File: src/rtl/gpio_pkg.sv
package gpio_pkg;
  localparam logic [7:0] OFS_DIR  = 8'h00;
  localparam logic [7:0] OFS_IN   = 8'h08;
  localparam logic [7:0] OFS_OUT  = 8'h10;
  localparam logic [7:0] OFS_SET  = 8'h18;
  localparam logic [7:0] OFS_CLR  = 8'h20;
  localparam logic [7:0] OFS_BOTH = 8'h30;
  localparam logic [7:0] OFS_KIND = 8'h38;

  typedef enum logic [2:0] {
    TRIG_RISE,
    TRIG_FALL,
    TRIG_ANY,
    TRIG_HIGH,
    TRIG_LOW
  } trig_e;

  function automatic trig_e pick_trig(input logic pol, input logic both, input logic lvl);
    if (both)     return TRIG_ANY;
    else if (lvl) return pol ? TRIG_LOW : TRIG_HIGH;
    else          return pol ? TRIG_FALL : TRIG_RISE;
  endfunction
endpackage

File: src/rtl/gpio_sync.sv
module gpio_sync #(
  parameter int W      = 32,
  parameter int STAGES = 2
) (
  input  logic         clk,
  input  logic         rst,
  input  logic [W-1:0] d,
  output logic [W-1:0] q
);
  logic [W-1:0] stg [STAGES];

  genvar s;
  generate
    for (s = 0; s < STAGES; s++) begin : g_stage
      if (s == 0) begin : g_first
        always_ff @(posedge clk) begin
          if (rst) stg[s] <= '0;
          else     stg[s] <= d;
        end
      end else begin : g_next
        always_ff @(posedge clk) begin
          if (rst) stg[s] <= '0;
          else     stg[s] <= stg[s-1];
        end
      end
    end
  endgenerate

  assign q = stg[STAGES-1];
endmodule

File: src/rtl/gpio_regs.sv
module gpio_regs
  import gpio_pkg::*;
#(
  parameter int NLINES = 32,
  parameter int AW     = 8
) (
  input  logic              clk,
  input  logic              rst,
  input  logic              sel,
  input  logic              wr,
  input  logic [AW-1:0]     addr,
  input  logic [NLINES-1:0] wdata,
  output logic [NLINES-1:0] rdata,
  input  logic [NLINES-1:0] sync_in,
  output logic [NLINES-1:0] dir_q,
  output logic [NLINES-1:0] out_q,
  output logic [NLINES-1:0] both_q,
  output logic [NLINES-1:0] kind_q
);
  localparam logic [AW-1:0] A_DIR  = AW'(OFS_DIR);
  localparam logic [AW-1:0] A_IN   = AW'(OFS_IN);
  localparam logic [AW-1:0] A_OUT  = AW'(OFS_OUT);
  localparam logic [AW-1:0] A_SET  = AW'(OFS_SET);
  localparam logic [AW-1:0] A_CLR  = AW'(OFS_CLR);
  localparam logic [AW-1:0] A_BOTH = AW'(OFS_BOTH);
  localparam logic [AW-1:0] A_KIND = AW'(OFS_KIND);

  logic              wen, ren;
  logic [NLINES-1:0] set_mask, clr_mask, out_nxt, rd_mux;

  assign wen = sel && wr;
  assign ren = sel && !wr;

  always_comb begin
    set_mask = (wen && addr == A_SET) ? wdata : '0;
    clr_mask = (wen && addr == A_CLR) ? wdata : '0;
    if (wen && addr == A_OUT) out_nxt = wdata;
    else                      out_nxt = (out_q | set_mask) & ~clr_mask;
  end

  always_ff @(posedge clk) begin
    if (rst) begin
      dir_q  <= '0;
      out_q  <= '0;
      both_q <= '0;
      kind_q <= '0;
    end else begin
      out_q <= out_nxt;
      if (wen && addr == A_DIR)  dir_q  <= wdata;
      if (wen && addr == A_BOTH) both_q <= wdata;
      if (wen && addr == A_KIND) kind_q <= wdata;
    end
  end

  always_comb begin
    case (addr)
      A_DIR:   rd_mux = dir_q;
      A_IN:    rd_mux = sync_in;
      A_OUT:   rd_mux = out_q;
      A_BOTH:  rd_mux = both_q;
      A_KIND:  rd_mux = kind_q;
      default: rd_mux = '0;
    endcase
  end

  always_ff @(posedge clk) begin
    if (rst)      rdata <= '0;
    else if (ren) rdata <= rd_mux;
    else          rdata <= '0;
  end
endmodule

File: src/rtl/gpio_irq_det.sv
module gpio_irq_det
  import gpio_pkg::*;
#(
  parameter int NIRQ = 16
) (
  input  logic            clk,
  input  logic            rst,
  input  logic [NIRQ-1:0] din,
  input  logic [NIRQ-1:0] pol,
  input  logic [NIRQ-1:0] both,
  input  logic [NIRQ-1:0] lvl,
  output logic [NIRQ-1:0] irq
);
  logic [NIRQ-1:0] prev;

  always_ff @(posedge clk) begin
    if (rst) prev <= '0;
    else     prev <= din;
  end

  genvar i;
  generate
    for (i = 0; i < NIRQ; i++) begin : g_line
      trig_e trig;
      logic  hit;

      always_comb begin
        trig = pick_trig(pol[i], both[i], lvl[i]);
        case (trig)
          TRIG_RISE: hit = din[i] & ~prev[i];
          TRIG_FALL: hit = ~din[i] & prev[i];
          TRIG_ANY:  hit = din[i] ^ prev[i];
          TRIG_HIGH: hit = din[i];
          TRIG_LOW:  hit = ~din[i];
          default:   hit = 1'b0;
        endcase
      end

      always_ff @(posedge clk) begin
        if (rst) irq[i] <= 1'b0;
        else     irq[i] <= hit;
      end
    end
  endgenerate
endmodule

File: src/rtl/gpio_ctrl.sv
module gpio_ctrl #(
  parameter int NLINES      = 32,
  parameter int NIRQ        = 16,
  parameter int AW          = 8,
  parameter int SYNC_STAGES = 2
) (
  input  logic              clk,
  input  logic              rst,
  input  logic              bus_sel,
  input  logic              bus_wr,
  input  logic [AW-1:0]     bus_addr,
  input  logic [NLINES-1:0] bus_wdata,
  output logic [NLINES-1:0] bus_rdata,
  input  logic [NLINES-1:0] pad_in,
  output logic [NLINES-1:0] pad_out,
  output logic [NLINES-1:0] pad_oe,
  output logic [NIRQ-1:0]   irq
);
  logic [NLINES-1:0] sync_q, dir_q, out_q, both_q, kind_q;

  gpio_sync #(.W(NLINES), .STAGES(SYNC_STAGES)) u_sync (
    .clk (clk),
    .rst (rst),
    .d   (pad_in),
    .q   (sync_q)
  );

  gpio_regs #(.NLINES(NLINES), .AW(AW)) u_regs (
    .clk     (clk),
    .rst     (rst),
    .sel     (bus_sel),
    .wr      (bus_wr),
    .addr    (bus_addr),
    .wdata   (bus_wdata),
    .rdata   (bus_rdata),
    .sync_in (sync_q),
    .dir_q   (dir_q),
    .out_q   (out_q),
    .both_q  (both_q),
    .kind_q  (kind_q)
  );

  gpio_irq_det #(.NIRQ(NIRQ)) u_det (
    .clk  (clk),
    .rst  (rst),
    .din  (sync_q[NIRQ-1:0]),
    .pol  (out_q[NIRQ-1:0]),
    .both (both_q[NIRQ-1:0]),
    .lvl  (kind_q[NIRQ-1:0]),
    .irq  (irq)
  );

  assign pad_out = out_q;
  assign pad_oe  = dir_q;
endmodule

File: config.mk
export PLATFORM = sky130hd
export DESIGN_NAME = gpio_ctrl
export DESIGN_NICKNAME = d
export VERILOG_FILES = /design/src/rtl/gpio_pkg.sv /design/src/rtl/gpio_sync.sv /design/src/rtl/gpio_regs.sv /design/src/rtl/gpio_irq_det.sv /design/src/rtl/gpio_ctrl.sv
export SDC_FILE = /design/constraint.sdc
export NUM_CORES = 1
export LEC_CHECK = 0
export BUFFER_PORTS_ARGS = -buffer_cell sky130_fd_sc_hd__buf_2
export CAP_MARGIN = 10
export CORE_MARGIN = 4
export CORE_UTILIZATION = 50
export DETAILED_ROUTE_END_ITERATION = 8
export PLACE_DENSITY = 0.75
export SYNTH_ARGS = -nofsm -noshare
export SYNTH_HDL_FRONTEND = slang
export SYNTH_SLANG_ARGS = --single-unit
File: constraint.sdc
create_clock -name clk -period 1.3 [get_ports clk]
set_input_delay 0.13 -clock clk [delete_from_list [all_inputs] [get_ports clk]]
set_output_delay 0.13 -clock clk [all_outputs]
set_load 0.005 [all_outputs]
==> impl_metrics.json, run 1 <==
{
  "status": "finished with violations",
  "violations": "negative setup slack",
  "finalCritPeriodShare": 1.08,
  "maxSlewViolCount": 0,
  "syn_area_mm2": 0.0107,
  "ir_worst_vdd_mv": 1.04,
  "hold_viol_final": 0,
  "ys_top_cells_by_area": "dfxtp_1 48%, nand2_1 8.2%, ha_1 7.5%",
  "p_leak_nw": 6.04,
  "clk_pin_slew_ns": 0.06,
  "area.growth.synth_to_final_pct": 40.4,
  "num_vias": 10400,
  "cts_buffer_depth": 3,
  "timing.rr.start": "u_regs.kind_q[4]",
  "reg2reg_depth": 6,
  "grt_antenna_before_repair": 2,
  "drt.antenna.violating_nets": 0,
  "core_mm2": 0.0211,
  "io_pins": 188,
  "layout_commonest_cell": "nand2_1",
  "cts.sinks": 256,
  "path_class": "flip-flop to flip-flop",
  "portBuffers": 187,
  "min_to": "u_regs.rdata[30]",
  "syn-num-nets": 1360,
  "layout_common_cells": "234 x nand2_1, 221 x dfxtp_1, 186 x buf_2",
  "crit_path_max_fanout": 3,
  "placed_cells": 1729,
  "synth-edff-count": 0,
  "finClkSkew_ns": 0.0129,
  "min_from": "bus_addr[7]",
  "avgSynthCellArea_um2": 8.80,
  "drc": 0,
  "r2r_setup_slack_ns": -0.11,
  "gr-total-overflow": 0,
  "rsz0062_at_grt": "yes",
  "grtUsageTotal": 0.274,
  "grt_first_pass_wirelength_um": 53500,
  "relSlewSlack": 0.698,
  "stdcell_count": 1843,
  "dp.final_hpwl_um": 22400,
  "min_path_type": "input port to flip-flop",
  "end_kind": "flip-flop",
  "reg2reg_to": "u_det.irq[4]",
  "ys_seq_area_frac": 0.477,
  "cts_tree": "done",
  "setup_viol": 2,
  "cp-start-kind": "flip-flop",
  "hold_depth": 5,
  "drtIter0Drc": 881,
  "async_flop_share": 0,
  "cts-root-buf": "clkbuf_16",
  "rows": 53,
  "tightest_slew_ns": 0.454,
  "fin_nets": 1687,
  "initial_core_util": 0.509,
  "holdWs_ns": 0.141,
  "cts_buffers": 27,
  "clock_latency_ns": 0.54,
  "die_w_um": 155,
  "crit_required_ns": 1.74,
  "max_freq_mhz": 710,
  "first_pass_iters": 5,
  "yosysWarningCount": 0,
  "wire_per_inst_um": 18.7,
  "synth.top_cell.area_share": 0.477,
  "ys_ff_latch": 256,
  "dieArea_mm2": 0.0239,
  "total_power_mw": 17.2,
  "die-height_um": 155,
  "netlist-cell-type-count": 40,
  "wl_um": 34500,
  "synthCells": 1220,
  "worst_ep_arrival_time_ns": 1.85,
  "via_per_inst": 5.67,
  "period_needed_ns": 1.41,
  "drive_above_1_share": 0.330,
  "cap_violations": 0,
  "synthFlopType": "dfxtp_1",
  "yosysTopAreaCell": "dfxtp_1",
  "grt_pass1_vias": 10200,
  "grt_max_degree": 95,
  "n_fill_cell": 1530,
  "place.gp.congestion": 0.898,
  "fin_ws_ns": -0.108,
  "power_per_cell_area_mw_per_mm2": 1140,
  "htree_num_levels": 1
}
-- critical path: stages (launching register included) --
cell      delay (ns)
dfxtp_2         0.33
buf_4           0.13
ha_2            0.17
inv_2           0.06
nor4b_4         0.31
a211oi_2        0.09
a211oi_2        0.23
-- sequential cells by signal (all words and copies together), names as in the netlist --
signal,cells
u_regs.both_q,32
u_regs.rdata,32
u_det.irq,16
u_regs.out_q,32
u_det.prev,16
u_regs.dir_q,32
u_sync.stg,64
u_regs.kind_q,32
-- worst max-delay path by stage --
stage	start	endpoint
finish	u_regs.kind_q[4]	u_det.irq[4]
global route	u_regs.kind_q[4]	u_det.irq[4]
CTS	u_regs.out_q[4]	u_det.irq[4]
detailed placement	u_regs.out_q[4]	u_det.irq[4]
global placement	u_regs.out_q[4]	u_det.irq[4]
floorplan	bus_addr[5]	u_regs.out_q[19]
-- routing by layer --
metal | up-vias | track usage | share of wire
met5 | - | 0 | 0.00020
met4 | 2 | 0.0904 | 0.032
met3 | 94 | 0.0523 | 0.095
met2 | 539 | 0.461 | 0.48
met1 | 4931 | 0.355 | 0.40
li1 | 4877 | - | -
-- cell families (layout without fill, tap and decap cells) --
logic type | Yosys count | count (layout) | share of synthesized area
AO/OA/AOI/OAI | 350 | 350 | 0.208
multiplexers | 22 | 22 | 0.0226
other | 0 | 1 | 0
flip-flops | 256 | 256 | 0.477
adder cells (fa/ha/maj) | 64 | 64 | 0.0746
buffers and inverters | 154 | 501 | 0.0583
AND/OR/NAND/NOR | 374 | 374 | 0.159
-- synth_stat cells (all sizes together), types with 3 or more instances --
master,instances
inv,76
nor4b,6
o21ai,54
clkbuf,48
o211ai,32
and2,6
a211oi,8
o22ai,12
a21oi,114
a31oi,13
buf,30
nand4,3
mux2,18
nand2,234
nor2,32
mux2i,4
dfxtp,256
a21o,16
o221ai,14
nor2b,66
a41oi,13
a22oi,58
nand3,16
ha,64
a2bb2oi,4
a221oi,12
-- cell type report --
class                   count  area, um^2  share of cell area
inverters                  76         285              0.0189
multi-input cells         810        5590               0.371
clock inverters            17         213              0.0141
flip-flops and latches    256        5180               0.344
repair buffers            376        2720               0.181
diodes                      1        2.50            0.000166
well taps                 275         344              0.0228
clock buffers              32         734              0.0487
-- stage by stage --
| stage | setup TNS (ns) | utilization | area, um^2 | setup slack, ns |
|---|---|---|---|---|
| final | -0.109 | 0.715 | 15100 | -0.108 |
| after global routing | -0.423 | 0.715 | 15100 | -0.117 |
| after CTS | -0.0180 | 0.700 | 14800 | -0.0180 |
| after detailed placement | -30.55 | 0.614 | 13000 | -0.334 |
| after global placement | -23.20 | 0.614 | 13000 | -0.259 |
| after floorplan | -0.606 | - | 10900 | -0.0301 |
-- repair_timing --
| action | CTS | global route |
|---|---|---|
| hold endpoints to repair | 160 | 0 |
| hold buffers | 64 | 0 |
| gates resized for setup | 54 | 97 |
| pin swaps | 17 | 28 |
| setup buffers | 1 | 0 |
| setup endpoints to repair | 12 | 16 |
-- where the power goes --
part	internal [mW]	leakage [nW]	switching [mW]
Clock	4.85	0.452	3.26
Combinational	0.514	3.49	0.572
Sequential	7.96	2.10	0.0535
Note: power is estimated with default switching activity, not from simulation.
==> run 2, diff against run 1 <==
--- a/config.mk
+++ b/config.mk
@@ -8,9 +8,10 @@
 export BUFFER_PORTS_ARGS = -buffer_cell sky130_fd_sc_hd__buf_2
 export CAP_MARGIN = 10
 export CORE_MARGIN = 4
-export CORE_UTILIZATION = 50
+export CORE_UTILIZATION = 60
 export DETAILED_ROUTE_END_ITERATION = 8
-export PLACE_DENSITY = 0.75
+export PLACE_DENSITY = 0.85
+export RECOVER_POWER = 100
 export SYNTH_ARGS = -nofsm -noshare
 export SYNTH_HDL_FRONTEND = slang
 export SYNTH_SLANG_ARGS = --single-unit
==> constraint.sdc (replaced) <==
create_clock -name clk -period 1.74 [get_ports clk]
set_input_delay 0.174 -clock clk [delete_from_list [all_inputs] [get_ports clk]]
set_output_delay 0.174 -clock clk [all_outputs]
set_load 0.005 [all_outputs]
==> impl_metrics.json, run 2 (synthesized netlist as in run 1, its figures left out) <==
{
  "core_mm2": 0.0174,
  "largest_reg_flops": 64,
  "gr-total-overflow": 0,
  "violations": "negative setup slack",
  "crit_required_ns": 2.18,
  "dp.final_hpwl_um": 20500,
  "largest_register": "u_sync.stg",
  "drt.antenna.violating_nets": 0,
  "maxSlewViolCount": 0,
  "grt_max_degree": 103,
  "via_per_inst": 5.99,
  "cap_violations": 0,
  "portBuffers": 187,
  "rows": 48,
  "place.gp.congestion": 0.909,
  "power_per_cell_area_mw_per_mm2": 937,
  "relSlewSlack": 0.520,
  "hold_viol_final": 0,
  "die-height_um": 142,
  "grt_pass1_vias": 10100,
  "final_cell_area_mm2": 0.0136,
  "finalCritPeriodShare": 1.03,
  "cp-start-kind": "input port",
  "path_class": "input port to flip-flop",
  "htree_num_levels": 1,
  "fin_ws_ns": -0.0482,
  "first_pass_iters": 5,
  "end_kind": "flip-flop",
  "finClkSkew_ns": 0.00774,
  "worst_ep_arrival_time_ns": 2.23,
  "cts_buffers": 26,
  "drc": 0,
  "cts_tree": "done",
  "p_leak_nw": 5.22,
  "area.growth.synth_to_final_pct": 27.0,
  "initial_core_util": 0.616,
  "drive_above_1_share": 0.155,
  "wire_per_inst_um": 19.2,
  "wl_um": 32900,
  "dieArea_mm2": 0.0201,
  "pre_cts_ws_ns": 0.0106,
  "min_path_type": "input port to flip-flop",
  "place_area_mm2": 0.0122,
  "drtIter0Drc": 889,
  "layout_common_cells": "256 x dfxtp_1, 234 x nand2_1, 114 x a21oi_1",
  "num_vias": 10300,
  "clock_latency_ns": 0.52,
  "cts.sinks": 256,
  "cts-root-buf": "clkbuf_16",
  "grt_antenna_before_repair": 4,
  "rsz0062_at_grt": "no",
  "cts_buffer_depth": 3,
  "grt_first_pass_wirelength_um": 51600,
  "crit_path_max_fanout": 18,
  "n_fill_cell": 1163,
  "ir_worst_vdd_mv": 1.03,
  "die_w_um": 142,
  "grtUsageTotal": 0.315,
  "layout_commonest_cell": "dfxtp_1",
  "max_freq_mhz": 559,
  "clk_pin_slew_ns": 0.06,
  "status": "finished with violations",
  "setup_viol": 1,
  "io_pins": 188,
  "period_needed_ns": 1.79,
  "tightest_slew_ns": 0.711,
  "fin_nets": 1610
}
run 2: changes by cell type in the layout (fill, tap and decap cells not counted), sizes merged:
cell	change
clkinvlp	-3
buf	-160
clkinv	-4
diode	+2
clkbuf	+91
inv	-1
run 2: metrics by stage:
| step | std cells | hold WS [ns] | util | total power [mW] | setup TNS, ns |
|---|---|---|---|---|---|
| floorplan | 1220 | 0.270 | - | 6.38 | 0 |
| global placement | 1603 | 0.380 | 0.702 | 6.67 | 0 |
| detailed placement | 1603 | 0.386 | 0.702 | 6.68 | 0 |
| CTS | 1715 | 0.158 | 0.793 | 12.8 | 0 |
| global route | 1718 | 0.185 | 0.783 | 13.1 | 0 |
| finish | 1718 | 0.166 | 0.783 | 12.8 | -0.0482 |
run 2: final cells by class:
| class | count | area, um^2 | area share |
|---|---|---|---|
| inverter | 76 | 285 | 0.0209 |
| clock inverter | 9 | 150 | 0.0110 |
| timing repair buffer | 300 | 1950 | 0.143 |
| tap | 225 | 282 | 0.0206 |
| multi-input combinational | 810 | 5040 | 0.369 |
| sequential | 256 | 5120 | 0.376 |
| clock buffer | 39 | 801 | 0.0587 |
| antenna | 3 | 7.51 | 0.000551 |
run 2: final timing paths:
check,startpoint,end,slack [ns],cells past startpoint
worst max-delay path,bus_addr[2],u_regs.out_q[19],-0.05,7
worst min-delay path,rst,u_det.prev[7],0.17,3
worst max register to register,u_regs.out_q[11],u_det.irq[11],0,5
worst min register to register,u_sync.stg[0][5],u_sync.stg[1][5],0.44,1
run 2: metal layers:
layer,share of wire,global-route usage,vias to the layer above
met2,0.49,0.541,594
met5,0.00021,0,-
met3,0.092,0.0597,134
met1,0.37,0.384,4842
met4,0.043,0.137,2
li1,-,-,4727
run 2: worst max-delay path: stages:
cell,delay [ns]
buf_2,0.10
nor4b_1,0.64
buf_4,0.31
and3_1,0.20
clkbuf_2,0.49
o211ai_1,0.19
o21ai_0,0.11
run 2: power by group:
part           switching [mW]  total, mW  internal, mW
Clock                    2.32       6.08          3.77
Combinational           0.383      0.703         0.320
Sequential             0.0420       5.99          5.95
Total                    2.74       12.8          10.0
run 2: timing repair:
item                                    CTS  global route
endpoints found under the setup margin    0             2
setup buffers                             0             0
resized for setup                         0             2
hold endpoints to repair                160             0
hold buffers                             64             0
